$ cat config.mk
export PLATFORM = sky130hd
export DESIGN_NAME = temp_alarm_ctrl
export DESIGN_NICKNAME = d
export VERILOG_FILES = /design/src/rtl/tac_pkg.sv /design/src/rtl/tac_compare.sv /design/src/rtl/tac_tracker.sv /design/src/rtl/tac_status.sv /design/src/rtl/temp_alarm_ctrl.sv
export SDC_FILE = /design/constraint.sdc
export NUM_CORES = 1
export LEC_CHECK = 0
export BUFFER_PORTS_ARGS = -buffer_cell sky130_fd_sc_hd__buf_2
export CAP_MARGIN = 20
export CORE_UTILIZATION = 49
export DETAILED_ROUTE_END_ITERATION = 12
export PLACE_DENSITY = 0.8
export SYNTH_ARGS = -nofsm -noshare
export SYNTH_HDL_FRONTEND = slang
export SYNTH_SLANG_ARGS = --single-unit
$ cat constraint.sdc
create_clock -name clk -period 2.8 [get_ports clk]
set_input_delay 0.7 -clock clk [delete_from_list [all_inputs] [get_ports clk]]
set_output_delay 0.7 -clock clk [all_outputs]
set_load 0.02 [all_outputs]
$ cat src/rtl/tac_pkg.sv
package tac_pkg;

    localparam int TEMP_W = 8;

    typedef enum logic [1:0] {
        MODE_REPEAT  = 2'b00,
        MODE_ONCE    = 2'b01,
        MODE_THERMO  = 2'b10,
        MODE_SPARE   = 2'b11
    } mode_t;

    // comparison results for one measurement
    typedef struct packed {
        logic above_trip;
        logic below_trip;
        logic below_rel;
    } cmp_t;

    // excursion tracking flags
    typedef struct packed {
        logic in_zone;   // above trip seen, not yet below release
        logic locked;    // single-shot lockout
        logic thermo;    // thermostat state
    } track_t;

    // the spare encoding folds onto the repeating policy
    function automatic mode_t fold_mode(logic [1:0] raw);
        mode_t m;
        if (raw == 2'b11) m = MODE_REPEAT;
        else              m = mode_t'(raw);
        return m;
    endfunction

endpackage

$ cat src/rtl/tac_compare.sv
module tac_compare
    import tac_pkg::*;
#(
    parameter int W = TEMP_W
) (
    input  logic [W-1:0] temp,
    input  logic [W-1:0] trip,
    input  logic [W-1:0] rel,
    output cmp_t         res
);

    always_comb begin
        res.above_trip = $signed(temp) > $signed(trip);
        res.below_trip = $signed(temp) < $signed(trip);
        res.below_rel  = $signed(temp) < $signed(rel);
    end

endmodule

$ cat src/rtl/tac_tracker.sv
module tac_tracker
    import tac_pkg::*;
(
    input  logic  clk,
    input  logic  rst,
    input  logic  accept,
    input  mode_t mode,
    input  cmp_t  cmp,
    output logic  latch_set,
    output logic  stat_set,
    output logic  thermo_q
);

    track_t st_q, st_d;
    logic   fire;

    always_comb begin
        unique case (mode)
            MODE_ONCE:   fire = cmp.above_trip & ~st_q.locked;
            MODE_THERMO: fire = 1'b0;
            default:     fire = cmp.above_trip | (st_q.in_zone & ~cmp.below_rel);
        endcase
    end

    assign latch_set = accept & fire;
    assign stat_set  = accept & ((mode == MODE_THERMO) ? cmp.above_trip : fire);
    assign thermo_q  = st_q.thermo;

    always_comb begin
        st_d = st_q;
        if (accept) begin
            if (cmp.above_trip)     st_d.in_zone = 1'b1;
            else if (cmp.below_rel) st_d.in_zone = 1'b0;

            if (cmp.above_trip)      st_d.thermo = 1'b1;
            else if (cmp.below_trip) st_d.thermo = 1'b0;

            if (cmp.below_rel)                    st_d.locked = 1'b0;
            else if (mode == MODE_ONCE && fire)   st_d.locked = 1'b1;
        end
    end

    always_ff @(posedge clk) begin
        if (rst) st_q <= '0;
        else     st_q <= st_d;
    end

endmodule

$ cat src/rtl/tac_status.sv
module tac_status (
    input  logic clk,
    input  logic rst,
    input  logic stat_set,
    input  logic latch_set,
    input  logic rd,
    input  logic clr,
    output logic stat_q,
    output logic latch_q
);

    always_ff @(posedge clk) begin
        if (rst) begin
            stat_q  <= 1'b0;
            latch_q <= 1'b0;
        end else begin
            // a new event outranks the read-clear in the same cycle
            if (stat_set)  stat_q <= 1'b1;
            else if (rd)   stat_q <= 1'b0;

            if (latch_set)       latch_q <= 1'b1;
            else if (rd || clr)  latch_q <= 1'b0;
        end
    end

endmodule

$ cat src/rtl/temp_alarm_ctrl.sv
module temp_alarm_ctrl
    import tac_pkg::*;
(
    input  logic              clk,
    input  logic              rst,
    input  logic              meas_vld,
    input  logic [TEMP_W-1:0] meas_temp,
    input  logic [TEMP_W-1:0] trip_lim,
    input  logic [TEMP_W-1:0] rel_lim,
    input  logic [1:0]        mode_sel,
    input  logic              stat_rd,
    input  logic              clr_req,
    output logic              alarm_n,
    output logic              stat_flag,
    output logic              mon_en
);

    mode_t mode;
    cmp_t  cmp;
    logic  accept;
    logic  latch_set, stat_set, thermo_q;
    logic  stat_q, latch_q;
    logic  alarm_act;

    assign mode   = fold_mode(mode_sel);
    assign mon_en = ~clr_req;
    assign accept = meas_vld & ~clr_req;

    tac_compare #(.W(TEMP_W)) u_cmp (
        .temp (meas_temp),
        .trip (trip_lim),
        .rel  (rel_lim),
        .res  (cmp)
    );

    tac_tracker u_trk (
        .clk       (clk),
        .rst       (rst),
        .accept    (accept),
        .mode      (mode),
        .cmp       (cmp),
        .latch_set (latch_set),
        .stat_set  (stat_set),
        .thermo_q  (thermo_q)
    );

    tac_status u_st (
        .clk       (clk),
        .rst       (rst),
        .stat_set  (stat_set),
        .latch_set (latch_set),
        .rd        (stat_rd),
        .clr       (clr_req),
        .stat_q    (stat_q),
        .latch_q   (latch_q)
    );

    assign alarm_act = ((mode == MODE_THERMO) ? thermo_q : latch_q) & ~clr_req;
    assign alarm_n   = ~alarm_act;
    assign stat_flag = stat_q;

endmodule

* Word level (Yosys, flattened, before mapping)
Index checks and enable logic that the tools add are counted.
Cells by class: shift operators 0, add/subtract/negate cells 0, mux-type cells 14, eq/ne operators 3, reduce and logical (&&, ||, !) cells 10, divide/modulo/power cells 0, bitwise gates (word level) 11, multipliers 0, $lt $le $gt $ge 3
Operators by type and width (count):
- $lt 8x8->1 | 2
- $mux 1 | 12
- $reduce_bool 2->1 | 5
- $gt 8x8->1 | 1
- $and 1x1->1 | 6
- $reduce_and 2->1 | 3
- $eq 2x2->1 const B | 2
- $not 1->1 | 4
- $eq 2x1->1 const B | 1
- $mux 2 | 1
- $pmux 1 s2 | 1
- $logic_and 1x1->1 | 1
- $logic_or 1x1->1 | 1
- $or 1x1->1 | 1
Word-level totals: bits in writable memories 0, word-level logic and storage cells 46, ROM bits 0, register bits 5, memories 0, input bits 31, bits in latches 0

* Logic depth before layout (Yosys ltp)
depth in word-level cells 8, depth in mapped cells 7, gate-level depth less buffers 7

* Modules after synthesis
A second synthesis with hierarchy kept.
Second synthesis, totals: cells, all modules 97, area total of the unflattened synthesis 743.2 um2
Modules (own cells, without submodules):
- tac_compare | area each 424.2 um2, cells an instance 56, times used 1
- tac_tracker | area each 188.9 um2, cells an instance 26, times used 1
- tac_status | area each 72.6 um2, cells an instance 8, times used 1
- temp_alarm_ctrl | area each 57.6 um2, cells an instance 7, times used 1

* Least setup slack after synthesis
No wires, ideal clock.
path type input -> output, from input mode_sel[0], to output alarm_n, arrival 1.419 ns, buffers on the path 0, data required time 2.100 ns, stages 4, path slack 0.681 ns, cell sequence inv_1 > ha_1 > mux2_2 > nand2_1
On the way: cells in the longest elaborated chain, start to end 6
Ends and longest elaborated chain:
- from (decl) | RTL line temp_alarm_ctrl.sv:10 | input logic [1:0] mode_sel,
- $eq 2x2->1 | RTL line tac_pkg.sv:29 | if (raw == 2'b11) m = MODE_REPEAT;
- $mux 2 * | RTL line tac_pkg.sv:29
- $eq 2x2->1 * | RTL line temp_alarm_ctrl.sv:58 | assign alarm_act = ((mode == MODE_THERMO) ? thermo_q : latch_q) & ~clr_req;
- $mux 1 * | RTL line temp_alarm_ctrl.sv:58
- $and 1x1->1 * | RTL line temp_alarm_ctrl.sv:58
- $not 1->1 * | RTL line temp_alarm_ctrl.sv:59 | assign alarm_n = ~alarm_act;
- to (decl) | RTL line temp_alarm_ctrl.sv:13 | output logic alarm_n,
Mark *: on every way between the ends. The rest lies on a longest branch, timed or not.

* Worst setup path after layout
Ends and elaborated chain as after synthesis.

==> summary.md <==
| Metric | Value |
|---|---|
| Proportion of synthesized area in mux cells | 0.0292 |
| Routed WL per cell | 11.0 um |
| Slew at the pin closest to its max-slew limit | 602 ps |
| Drt pass-1 iters | 4 |
| Area of the multi-input gates | 549 um2 |
| Antenna fix cells | 0 |
| Synth area leaders | ha_1 29%, dfxtp_1 14%, inv_1 11%, a21oi_1 5.5%, and4_4 4.6% |
| Drc violations | 0 |
| Static Leak | 0.515 nW |
| Top_reg_cell synth | dfxtp_1 |
| Worst EP required | 2100 ps |
| Unrepaired setup endpoints after global routing | no |
| Startpoint Class | input port |
| Initial antenna violation count | 0 |
| Clk_skew | 8.26 ps |
| Die ar. | 1640 um2 |
| Setup crit end kind | primary output |
| Final Max Tran Viols | 0 |
| Power per cell area | 289 nW/um2 |
| Final hold violations | 0 |
| Post-Synth Adder-Cell Area | 0.292 |
| First-pass GRT wire length | 2.51 mm |
| Routed vias | 768 |
| Crit path DAT | 1620 ps |
| DP Cell Count | 141 |
| CP max-delay cell | mux2_2 |
| CP Buf/Inv Count | 3 |
| Post-Synth XOR/XNOR Area | 0 |
| Total Routed Length | 1.59 mm |
| Yosys top cell by area | ha_1 |
| Cts hold-fix bufs | 0 |
| Syn_nets | 141 |
| CTS tree | yes |
| Top-count cell post-synth | inv_1 |
| Critical path class | input port to primary output |
| Setup Buffers After CTS | 0 |
| Clock root buffer | clkbuf_4 |
| # IOs | 34 |
| Tmin final | 2320 ps |
| Seq/Total Area, Yosys | 0.137 |
| Combinational family with the most area after synthesis | adder cells |
| Cell chain of the critical path | buf_2 > inv_1 > ha_1 > mux2_2 > nand2_1 > buf_2 |
| Core ar. | 1330 um2 |
| Sum Neg Setup Slack | 0 ps |
| Relative slew slack | 0.596 |
| Fmax | 431 MHz |
| Vias in the first global route | 669 |
| Top Family by Delay on Critical Path | multiplexers |
| CP peak stage delay | 350 ps |
| CP max FO | 4 |
| Compound-gate portion of the synthesized area | 0.218 |
| Synth Warn # | 0 |
| Worst IR Drop VDD | 0.000133 V |
| Synthesized instance count | 93 |
| Asr flop ratio synth | 0 |
| Synth Register Bits | 5 |
| Setup-failing EPs final | 0 |
| Distinct cells, synth | 31 |
| TritonCTS buffer count | 3 |
| Period utilization | 0.828 |
| Fin nets | 179 |
| HPWL Detailed | 1.35 mm |
| Routed vias/inst | 5.30 |
| Status | completed |
| Syn-to-layout area delta | 28.9% |
| PortBufs | 33 |
| Clock Path Buffers | 2 |
| Post_cts resized | 0 |
| CTS H-Tree Depth | 1 |
| Largest net degree at the start of global routing | 8 |
| Worst-path clk slew | 50 ps |
| Syn_area_per_cell | 7.83 um2 |
| GRT Overall Usage | 0.234 |
| Post-synth top area share | 0.292 |
| Die width | 40.6 um |
| Die Ht | 40.6 um |
| Share of cells above drive strength 1 | 0.346 |
| RePlAce Congestion | 0.761 |
| DRT antenna net count | 0 |
| Iter 0 DRT Violations | 7 |
| Clock sink count | 5 |
| Initial Util | 0.546 |
| Aggregate global routing overflow | 0 |
| Worst skew pair latency | 250 ps |
| Worst Hold Class | register to register |
| WHS | 516 ps |
| Filler cells | 134 |
| Final core utilization | 0.704 |
| EDFF count, synth | 0 |
| R2R setup slack | 1760 ps |
| Reg area | 100 um2 |
| # rows | 13 |
| Synth Area in Simple Gates | 0.215 |
| Synth Cell Area | 728 um2 |
| Post-Layout Cell Count | 145 |
| CP dominant cell by count | buf_2 |
| Max Cap Viol | 0 |
| Commonest cells post-synth | 21 x inv_1, 17 x ha_1, 8 x a21oi_1 |
## logic make-up (layout without fill, tap and decap cells)
kind of cell	Yosys count	count (layout)
adders and majority gates	17	17
buffers and inverters	21	58
DFF	5	5
AOI/OAI and AO/OA	24	24
muxes	2	2
and+or+nand+nor	24	24
## cell usage in the layout (no fill, tap or decap), drive strengths merged, types with 2 or more instances in the layout
cell type and n:
buf 33, o211ai 2, nand2 3, and4 4, clkbuf 4, nor2b 4
dfxtp 5, or3 2, nand3 2, ha 17, inv 21, a21oi 8
a31oi 2, o21ai 2, a211oi 2, nor2 5
## sequential cells by signal, indices dropped and copies added, names as in the netlist
register and flops:
u_trk.st_q 2, u_st.latch_q 1, u_st.stat_q 1, u_trk.thermo_q 1
## where the power goes
part	internal, mW	switching (mW)	total, mW
Clock	0.0541	0.0321	0.0861
Combinational	0.0539	0.0534	0.107
Sequential	0.0758	0.00184	0.0776
Total	0.184	0.0873	0.271
## through the flow
step / total power, mW / setup slack, ps / instance area, um2
final: 0.271 / 481 / 938
after global routing: 0.297 / 432 / 938
after CTS: 0.275 / 482 / 938
after detailed placement: 0.186 / 459 / 912
after global placement: 0.182 / 498 / 912
after floorplan: 0.145 / 681 / 728
## worst paths after layout
check,start,end,depth (start not counted)
max reg2reg,u_trk.st_q[2]$_SDFFE_PP0P_,u_st.stat_q$_SDFFE_PP0P_,3
max,mode_sel[0],alarm_n,6
min,u_trk.thermo_q$_SDFFE_PP0P_,u_trk.thermo_q$_SDFFE_PP0P_,2
min reg2reg,u_trk.thermo_q$_SDFFE_PP0P_,u_trk.thermo_q$_SDFFE_PP0P_,2
## final cells by class
cell class / instances / share of cell area
Sequential cell: 5 / 0.107
Timing Repair Buffer: 33 / 0.176
Inverter: 21 / 0.0840
Clock buffer: 4 / 0.0280
Multi-Input combinational cell: 67 / 0.585
Tap cell: 15 / 0.0200
## routing by layer
metal	part of all wire	wire, um	up-vias	global-route usage
li1	-	-	405	-
met1	0.44	694	328	0.251
met2	0.49	774	30	0.413
met3	0.060	96	5	0.0667
met4	0.018	29	0	0.117
met5	0	0	-	0
## worst register-to-register path: stages, from the launching register on
cell     delay (ps)
dfxtp_1         320
nand3_1         150
o32a_1          370
a31oi_1         140
No activity file was read; power rests on OpenSTA's default activity.
